`config.mk`:
```
export PLATFORM = sky130hd
export DESIGN_NAME = mux_bus_seq
export DESIGN_NICKNAME = d
export VERILOG_FILES = /design/src/rtl/mux_bus_seq.sv
export SDC_FILE = /design/constraint.sdc
export NUM_CORES = 1
export LEC_CHECK = 0
export ABC_AREA = 1
export BUFFER_PORTS_ARGS = -buffer_cell sky130_fd_sc_hd__buf_4
export CAP_MARGIN = 20
export CELL_PAD_IN_SITES_DETAIL_PLACEMENT = 1
export CELL_PAD_IN_SITES_GLOBAL_PLACEMENT = 2
export CORE_MARGIN = 2
export CORE_UTILIZATION = 29
export DETAILED_ROUTE_END_ITERATION = 7
export PLACE_DENSITY_LB_ADDON = 0.1
export SLEW_MARGIN = 10
export SYNTH_ARGS = -nofsm -noshare
export SYNTH_HDL_FRONTEND = slang
export SYNTH_SLANG_ARGS = --single-unit
```
`constraint.sdc`:
```
create_clock -name clk -period 2.2 [get_ports clk]
set_input_delay 0 -clock clk [delete_from_list [all_inputs] [get_ports clk]]
set_output_delay 0 -clock clk [all_outputs]
set_load 0.02 [all_outputs]
```
`src/rtl/mux_bus_seq.sv`:
```
module mux_bus_seq #(
  parameter int DW = 8
) (
  input  logic            clk,
  input  logic            rst_n,
  input  logic            req_valid,
  input  logic [2:0]      req_kind,
  input  logic [2*DW-1:0] req_addr,
  input  logic [DW-1:0]   req_wdata,
  output logic            req_ready,
  output logic            rsp_done,
  output logic [DW-1:0]   rsp_rdata,
  output logic [DW-1:0]   bus_ahi,
  output logic            bus_ctl_oe,
  output logic [DW-1:0]   ad_out,
  input  logic [DW-1:0]   ad_in,
  output logic            ad_oe,
  output logic            ale,
  output logic            rd_n,
  output logic            wr_n,
  output logic            io_sel,
  output logic [1:0]      stat,
  input  logic            ready,
  input  logic            hold,
  output logic            hlda
);
  localparam int AW = 2 * DW;
  localparam logic [2:0] K_FETCH = 3'd0;
  localparam logic [2:0] K_MRD   = 3'd1;
  localparam logic [2:0] K_MWR   = 3'd2;
  localparam logic [2:0] K_IORD  = 3'd3;
  localparam logic [2:0] K_IOWR  = 3'd4;

  typedef enum logic [2:0] {
    S_IDLE, S_ADDR, S_STB, S_TAIL, S_HALT, S_GRANT, S_REGAIN
  } st_t;

  st_t           st;
  logic [2:0]    kind_r;
  logic [AW-1:0] addr_r;
  logic [DW-1:0] wdata_r;
  logic [DW-1:0] rdata_r;
  logic          done_r;
  logic          halted_r;

  logic k_fetch, k_rd, k_wr, k_io, k_halt, in_data;

  assign k_fetch = kind_r == K_FETCH;
  assign k_rd    = k_fetch || kind_r == K_MRD || kind_r == K_IORD;
  assign k_wr    = kind_r == K_MWR || kind_r == K_IOWR;
  assign k_io    = kind_r == K_IORD || kind_r == K_IOWR;
  assign k_halt  = !(k_rd || k_wr);
  assign in_data = st == S_STB || st == S_TAIL;

  always_ff @(posedge clk or negedge rst_n) begin
    if (!rst_n) begin
      st       <= S_IDLE;
      kind_r   <= K_FETCH;
      addr_r   <= '0;
      wdata_r  <= '0;
      rdata_r  <= '0;
      done_r   <= 1'b0;
      halted_r <= 1'b0;
    end else begin
      done_r <= 1'b0;
      case (st)
        S_IDLE, S_HALT: begin
          if (hold) begin
            st <= S_GRANT;
          end else if (req_valid) begin
            kind_r   <= req_kind;
            addr_r   <= req_addr;
            wdata_r  <= req_wdata;
            halted_r <= 1'b0;
            st       <= S_ADDR;
          end
        end
        S_ADDR: begin
          if (k_halt) begin
            st       <= S_HALT;
            halted_r <= 1'b1;
            done_r   <= 1'b1;
          end else begin
            st <= S_STB;
          end
        end
        S_STB: begin
          if (ready) begin
            if (k_rd) rdata_r <= ad_in;
            st <= S_TAIL;
          end
        end
        S_TAIL: begin
          done_r <= 1'b1;
          st     <= hold ? S_GRANT : S_IDLE;
        end
        S_GRANT: begin
          if (!hold) st <= S_REGAIN;
        end
        S_REGAIN: st <= halted_r ? S_HALT : S_IDLE;
        default:  st <= S_IDLE;
      endcase
    end
  end

  assign req_ready  = (st == S_IDLE || st == S_HALT) && !hold;
  assign rsp_done   = done_r;
  assign rsp_rdata  = rdata_r;
  assign hlda       = st == S_GRANT;
  assign bus_ctl_oe = !(st == S_GRANT || st == S_REGAIN) && !k_halt;
  assign ale        = st == S_ADDR;
  assign ad_oe      = bus_ctl_oe && (st == S_ADDR || (k_wr && in_data));
  assign ad_out     = (st == S_ADDR) ? addr_r[DW-1:0] : wdata_r;
  assign bus_ahi    = k_io ? addr_r[DW-1:0] : addr_r[AW-1:DW];
  assign rd_n       = !(k_rd && st == S_STB);
  assign wr_n       = !(k_wr && st == S_STB);
  assign io_sel     = k_io;
  assign stat       = k_fetch ? 2'b11 : k_rd ? 2'b10 : k_wr ? 2'b01 : 2'b00;
endmodule

```
==> results of run 1 <==
## registers in the layout (all words and copies together) (netlist names)
| signal | flops |
|---|---|
| addr_r | 16 |
| rsp_rdata | 8 |
| st | 3 |
| kind_r | 3 |
| rsp_done | 1 |
| halted_r | 1 |
| wdata_r | 8 |
## final cells by class
cell class                 instances  area, sq um  share of cell area
clock buffer                       5        68.82             0.02242
clock inverter                     3        42.54             0.01386
sequential                        40         1001              0.3261
timing repair buffer             112        935.9              0.3049
multi-input combinational        175        819.5              0.2670
tap                               80        100.1             0.03261
inverter                          25        101.3             0.03302
## worst max-delay path, stage by stage, from the launching register on
cell,delay (ps)
dfrtp_1,480
o21ai_2,300
nand2_2,240
o21ai_0,280
buf_4,190
## how the worst max path moves through the flow
stage,slack (ps),to,startpoint
5_1_grt,200,bus_ahi[3],kind_r[1]
2_1_floorplan,730,bus_ahi[0],kind_r[1]
4_1_cts,390,bus_ahi[3],kind_r[1]
3_3_place_gp,690,addr_r[0],st[1]
3_5_place_dp,650,addr_r[1],st[1]
6_report,410,bus_ahi[4],kind_r[1]
## power groups by stage
stage	Sequential [mW]	Clock (mW)	Combinational, mW
3_3_place_gp	1.35	0	2.44
2_1_floorplan	1.42	0	1.41
6_report	1.35	0.609	2.48
4_1_cts	1.35	0.631	2.53
3_5_place_dp	1.37	0	2.47
5_1_grt	1.40	0.665	2.76
## synthesized netlist by cell type, drive strengths merged
cell,n,area (sq um)
buf,6,57.55
inv,25,101.3
nand2,116,474.2
o31ai,1,7.510
o21ai,36,195.2
nand4,2,12.51
nor2,8,47.55
a21oi,3,26.28
nand3,7,45.04
nor3,1,5.000
a31oi,1,6.260
dfrtp,40,1001
## stage by stage
step / total power, mW / area [sq um] / utilization / setup WS [ps] / hold slack, ps
6_report: 4.445 / 3069 / 0.4594 / 407.9 / 126.1
5_1_grt: 4.823 / 3069 / 0.4594 / 202.7 / 135.1
4_1_cts: 4.519 / 3069 / 0.4594 / 394.5 / 119.5
3_5_place_dp: 3.839 / 2577 / 0.3858 / 647.4 / 25.60
3_3_place_gp: 3.792 / 2577 / 0.3858 / 685.2 / 31.10
2_1_floorplan: 2.823 / 1979 / - / 730.4 / -295.6
## logic make-up after synthesis
group           synth area share
compound gates            0.1188
simple gates              0.2952
flops                     0.5057
buf+inv                  0.08027
## routing by layer
| metal | vias to the layer above | GRT usage |
|---|---|---|
| met5 | - | 0 |
| met4 | 0 | 0.04688 |
| met3 | 2 | 0.03048 |
| li1 | 994 | - |
| met1 | 924 | 0.2157 |
| met2 | 41 | 0.2727 |
## repair_timing
item / in CTS / in global routing
endpoints found under the setup margin: 0 / 0
endpoints found under the hold margin: 77 / 0
hold buffers: 38 / 0
==> out/results.tsv, run 1 <==
stage	metric	value	unit
outcome	status	finished clean	
yosys	Yosys cell types	24	
floorplan	Core ar.	6681	sq um
worst_setup_path	Reg-to-Reg Start	st[1]	
cells_and_area	fillers	815	
clock_tree	CTS Buffer Depth	2	
sta	final-report hold violation count	0	
worst_setup_path	Register-to-Register Path Depth	7	
clock_tree	TritonCTS Sinks	40	
worst_setup_path	Critical Path Fanout Max	17	
sta	# setup viols final	0	
floorplan	die area	7502	sq um
yosys	Syn Nets	286	
clock_tree	Clk pin slew, worst setup/hold paths	80	ps
sta	Clock Skew	5.077	ps
detailed_routing	DR top layer	met4	
power	P per Cell Area	1448	nW/um^2
detailed_routing	via density per instance	4.457	
power	worst ir drop on vdd	0.5901	mV
placement	hpwl dp	4.011	mm
detailed_routing	DR WL met3	212	um
yosys	Synth Register Bits	40	
cells_and_area	layout cell share with drive strength beyond 1	0.2889	
floorplan	Starting Density	0.2963	
cells_and_area	commonest non-fill, non-tap cell in the layout	nand2_1	
global_routing	vias in the first global route	2008	
detailed_routing	router iterations before antenna repair	4	
min_path	Cells on Worst Hold Path	4	
global_routing	GRT Total Usage	0.1631	
clock_tree	CTS Buf Count	5	
min_path	Worst Hold End	addr_r[15]	
worst_setup_path	Critical R2R Capture	addr_r[0]	
floorplan	die width	86.62	um
sta	max_slew headroom	0.6490	
placement	Port Buffers	74	
sta	Worst Max-Slew Pin Slew	526.5	ps
detailed_routing	DR WL/cell	13.20	um
yosys	Post-Syn Area per Cell	8.046	sq um
power	Comb power frac	0.558	
floorplan	row count	30	
power	total leakage power	1.603	nW
yosys	yosys warns	0	
global_routing	initial antenna violation count	0	
cells_and_area	final std cells w/o fill	440	
cells_and_area	Post-layout nets	399	
cells_and_area	most frequent cells in the layout	nand2_1, buf_4, dfrtp_1, dlygate4sd3_1, o21ai_0	
global_routing	first-pass GRT wire length	9.480	mm
sta	Tmin final	1792	ps
worst_setup_path	startpoint types	flip-flop	
yosys	Mapped Area	1979	sq um
sta	RSZ-0062 raised after global routing	false	
power	Psw	2.033	mW
detailed_routing	Remaining DRCs	0	
sta	post-route clock period utilization	0.8146	
worst_setup_path	R2R Setup Slk	660	ps
power	clock power share	0.137	
placement	placed insts	394	
power	Seq pwr share	0.305	
min_path	worst hold path startpoint	req_valid	
yosys	sequential fraction of the synthesis area	0.5057	
worst_setup_path	crit path capture type	primary output	
sta	Peak Freq	558.0	MHz
floorplan	Die Ht	86.62	um
sta	setup_tns	0	ps
cells_and_area	Antenna Diode Count	0	
detailed_routing	via count	1961	
clock_tree	post-CTS setup buffers	0	
clock_tree	CTS tree	yes	
power	Pint	2.412	mW
cells_and_area	synth-to-layout area growth	55.06	%
worst_setup_path	Critical Path RT	2200	ps
clock_tree	clock root cell	clkbuf_8	
detailed_routing	DRT antenna net count	0	
placement	GP Congestion	0.8043	
clock_tree	H-Tree Depth	2	
floorplan	I/O Pins	75	
global_routing	largest net degree at the start of global routing	41	
clock_tree	later-pin clock latency in the skew report	290	ps
sta	Max Slew Vio Count	0	
worst_setup_path	CP Data Arrival Time	1790	ps
min_path	hold crit path type	input port to flip-flop	
detailed_routing	Met1 Routed Length	2.759	mm
job	max-capacitance violation count	0	
worst_setup_path	Setup Crit Path Kind	flip-flop to primary output	
detailed_routing	Iter 0 DRT Violations	64	
yosys	Gate Count Post-Synth	246	
detailed_routing	routed wl met2	2.798	mm
global_routing	GRT overflow	0	
clock_tree	Resized Gates After CTS	0	
detailed_routing	Routed WL	5.807	mm
power	sw frac	0.4574	
Note: power is estimated with default switching activity, not from simulation.
==> run 2, diff against run 1 <==
--- a/config.mk
+++ b/config.mk
@@ -5,13 +5,13 @@
 export SDC_FILE = /design/constraint.sdc
 export NUM_CORES = 1
 export LEC_CHECK = 0
-export ABC_AREA = 1
+export ABC_AREA = 0
 export BUFFER_PORTS_ARGS = -buffer_cell sky130_fd_sc_hd__buf_4
 export CAP_MARGIN = 20
 export CELL_PAD_IN_SITES_DETAIL_PLACEMENT = 1
 export CELL_PAD_IN_SITES_GLOBAL_PLACEMENT = 2
 export CORE_MARGIN = 2
-export CORE_UTILIZATION = 29
+export CORE_UTILIZATION = 30
 export DETAILED_ROUTE_END_ITERATION = 7
 export PLACE_DENSITY_LB_ADDON = 0.1
 export SLEW_MARGIN = 10
==> constraint.sdc (replaced) <==
create_clock -name clk -period 1.75 [get_ports clk]
set_input_delay 0 -clock clk [delete_from_list [all_inputs] [get_ports clk]]
set_output_delay 0 -clock clk [all_outputs]
set_load 0.02 [all_outputs]
==> run 2 against run 1 <==
  * Setup slack got worse by 330 ps
  * Total power increased by 27%
  * Critical path depth increased by 1
  * Clock-buffer cell count increased by 3
==> out/results.tsv, run 2 <==
stage	metric	value	unit	change
clock_tree	CTS Buf Count	5		unchanged
clock_tree	clock root cell	clkbuf_8		unchanged
yosys	top-count cell post-synth	mux2_1		was nand2_1
yosys	mux share of post-synthesis cell area	0.3003		was 0
detailed_routing	DRT antenna net count	0		unchanged
worst_setup_path	startpoint types	flip-flop		unchanged
yosys	yosys warns	0		unchanged
detailed_routing	DR WL/cell	14.97	um	was 13.20 um
worst_setup_path	WP buf/inv	2		was 1
clock_tree	CTS tree	yes		unchanged
detailed_routing	Remaining DRCs	0		unchanged
placement	hpwl dp	3.666	mm	was 4.011 mm
placement	Port Buffers	74		unchanged
floorplan	Die Ht	83.75	um	was 86.62 um
cells_and_area	design area	3128	sq um	was 3069 sq um
floorplan	die width	83.75	um	was 86.62 um
floorplan	I/O Pins	75		unchanged
power	worst ir drop on vdd	0.8563	mV	was 0.5901 mV
placement	GP Congestion	0.7229		was 0.8043
cells_and_area	Post-layout nets	309		was 399
worst_setup_path	CP max stage delay	430	ps	was 480 ps
cells_and_area	synth-to-layout area growth	63.93	%	was 55.06%
worst_setup_path	Top Family by Delay on Critical Path	flip-flops		was compound AO/OA/AOI/OAI gates
global_routing	initial antenna violation count	0		unchanged
sta	Max Slew Vio Count	0		unchanged
yosys	Synth Area in XOR/XNOR	0.009180		was 0
sta	Worst Max-Slew Pin Slew	536.2	ps	was 526.5 ps
power	P per Cell Area	1806	nW/um^2	was 1448 nW/um^2
detailed_routing	via count	1603		was 1,961
yosys	Post-Syn Area per Cell	12.89	sq um	was 8.046 sq um
clock_tree	H-Tree Depth	2		unchanged
sta	# setup viols final	0		unchanged
worst_setup_path	CP Data Arrival Time	1680	ps	was 1790 ps
worst_setup_path	R2R Setup Slk	110	ps	was 660 ps
power	Pint	3.343	mW	was 2.412 mW
cells_and_area	Top reg by flops	addr_r		unchanged
yosys	leading area contributor after synthesis	dfrtp_1		unchanged
clock_tree	CTS Buffer Depth	2		unchanged
yosys	Syn Nets	188		was 286
yosys	Post-Synth Simple-Gate Area	0.06557		was 0.2952
worst_setup_path	Critical Path Start	kind_r[0]		was kind_r[1]
worst_setup_path	critical path, cell by cell	nand2_1 > o21ai_4 > buf_12 > mux2_1 > buf_4		was o21ai_2 > nand2_2 > o21ai_0 > buf_4
global_routing	GRT overflow	0		unchanged
worst_setup_path	Register-to-Register Path Depth	5		was 7
cells_and_area	fillers	680		was 815
outcome	status	finished clean		unchanged
power	sw frac	0.4084		was 0.4574
power	total leakage power	1.435	nW	was 1.603 nW
power	Psw	2.307	mW	was 2.033 mW
placement	Post-DP Area	2579	sq um	was 2577 sq um
floorplan	Core ar.	6241	sq um	was 6681 sq um
min_path	Worst Hold End	st[0]		was addr_r[15]
sta	Setup WS post-layout	74.41	ps	was 407.9 ps
yosys	Post-synth EDFFs	0		unchanged
worst_setup_path	Critical Path Fanout Max	9		was 17
floorplan	die area	7014	sq um	was 7502 sq um
cells_and_area	multi-input gate area in the final layout	882.1	sq um	was 819.5 sq um
cells_and_area	layout cell share with drive strength beyond 1	0.4074		was 0.2889
yosys	Yosys cell types	32		was 24
global_routing	largest net degree at the start of global routing	41		unchanged
sta	max_slew headroom	0.6418		was 0.6490
sta	Tmin final	1676	ps	
yosys	top post-synthesis cells by area	dfrtp_1, mux2_1, nand2_1		was dfrtp_1, nand2_1, o21ai_0
sta	setup_tns	0	ps	unchanged
yosys	Gate Count Post-Synth	148		was 246
clock_tree	Clk pin slew, worst setup/hold paths	80	ps	about the same
clock_tree	TritonCTS Sinks	40		unchanged
min_path	Cells on Worst Hold Path	3		was 4
sta	Peak Freq	596.8	MHz	
worst_setup_path	Reg-to-Reg Start	st[1]		unchanged
cells_and_area	Antenna Diode Count	0		unchanged
global_routing	first-pass GRT wire length	9.032	mm	was 9.480 mm
cells_and_area	Reg area	1006	sq um	was 1001 sq um
yosys	Synth top cells by count	mux2_1, dfrtp_1, nand2_1		was nand2_1, dfrtp_1, o21ai_0
floorplan	row count	29		was 30
yosys	Post-synth ARST share	1.000		unchanged
worst_setup_path	crit path capture type	primary output		unchanged
min_path	worst hold path startpoint	ready		was req_valid
sta	post-route clock period utilization	0.9575		
cells_and_area	most frequent cells in the layout	buf_4, mux2_1, dfrtp_1, dlygate4sd3_1		was nand2_1, buf_4, dfrtp_1, dlygate4sd3_1, o21ai_0
detailed_routing	via density per instance	4.620		was 4.457
global_routing	vias in the first global route	1838		was 2,008
yosys	top_reg_cell synth	dfrtp_1		unchanged
power	clock power share	0.113		was 0.137
min_path	hold crit path type	input port to flip-flop		unchanged
global_routing	GRT Total Usage	0.1589		was 0.1631
yosys	sequential fraction of the synthesis area	0.5246		was 0.5057
cells_and_area	final std cells w/o fill	347		was 440
yosys	Synth Register Bits	40		unchanged
yosys	Synth Area in Adders	0		unchanged
worst_setup_path	slowest CP cell	dfrtp_1		unchanged
floorplan	Starting Density	0.3057		was 0.2963
sta	Clock Skew	3.645	ps	was 5.077 ps
yosys	Synth Area in Compound Gates	0.06557		was 0.1188
placement	pre-CTS WS	184.6	ps	was 647.4 ps
placement	placed insts	298		was 394
yosys	Yosys top cell area share	0.5246		was 0.5057
clock_tree	later-pin clock latency in the skew report	290	ps	about the same
power	Comb power frac	0.586		was 0.558
detailed_routing	Routed WL	5.195	mm	was 5.807 mm
yosys	largest family of logic cells by synthesized area	multiplexers		was simple AND/OR/NAND/NOR gates
sta	final-report hold violation count	0		unchanged
yosys	Mapped Area	1908	sq um	was 1979 sq um
worst_setup_path	Critical R2R Capture	addr_r[9]		was addr_r[0]
cells_and_area	commonest non-fill, non-tap cell in the layout	buf_4		was nand2_1
power	Seq pwr share	0.301		was 0.305
detailed_routing	Iter 0 DRT Violations	55		was 64
cells_and_area	max reg flops	16		unchanged
job	max-capacitance violation count	0		unchanged
worst_setup_path	Setup Crit Path Kind	flip-flop to primary output		unchanged
detailed_routing	router iterations before antenna repair	3		was 4
worst_setup_path	Critical Path RT	1750	ps	was 2200 ps
-- run 2: final cells by class --
class / instances / share of cell area
clock buffers: 8 / 0.02880
inverters: 5 / 0.006000
multi-input cells: 95 / 0.2820
flip-flops and latches: 40 / 0.3216
well taps: 77 / 0.03080
repair buffers: 122 / 0.3308
-- run 2: power by group through the flow --
stage               combinational, mW  clock (mW)  sequential (mW)
global placement                 2.92           0             1.71
CTS                              3.22       0.669             1.70
finish                           3.31       0.638             1.70
floorplan                        1.72           0             1.71
detailed placement               2.98           0             1.74
global route                     3.57       0.712             1.78
-- run 2: worst max path at each step --
stage / end / slack (ps) / cells past startpoint
6_report: bus_ahi[4] / 70 / 5
5_1_grt: bus_ahi[6] / -10 / 6
4_1_cts: ad_out[0] / -5 / 5
3_5_place_dp: rsp_rdata[0] / 180 / 4
3_3_place_gp: ad_out[7] / 200 / 5
2_1_floorplan: addr_r[12] / 6 / 5
-- run 2: routing by layer --
metal  part of all wire  vias to the layer above  track usage
met5                  0                        -            0
met4              0.012                        0      0.04545
met3              0.039                        6      0.03858
met2               0.53                       36       0.2844
met1               0.42                      796       0.1889
li1                   -                      765            -
-- run 2: logic make-up after synthesis --
group | Yosys count
buffers and inverters | 13
flip-flops | 40
XOR/XNOR | 2
AO/OA/AOI/OAI | 18
multiplexers | 51
AND/OR/NAND/NOR | 24
-- run 2: worst min-delay path, stage by stage --
cell	delay [ps]
buf_4	100
o211ai_1	80
a22oi_1	140
-- run 2: repair_timing --
| action | in CTS | in global routing |
|---|---|---|
| setup buffers | 4 | 1 |
| endpoints found under the setup margin | 17 | 17 |
| endpoints found under the hold margin | 75 | 0 |
| hold buffers | 36 | 0 |
| pin swaps | 1 | 0 |
| resized for setup | 5 | 10 |
-- run 2: through the flow --
stage	power (mW)	hold slack (ps)	util
detailed placement	4.717	20.70	0.4132
global placement	4.622	12.47	0.4132
floorplan	3.435	-295.6	-
finish	5.650	80.80	0.5012
global route	6.053	125.9	0.5012
CTS	5.594	68.76	0.4944
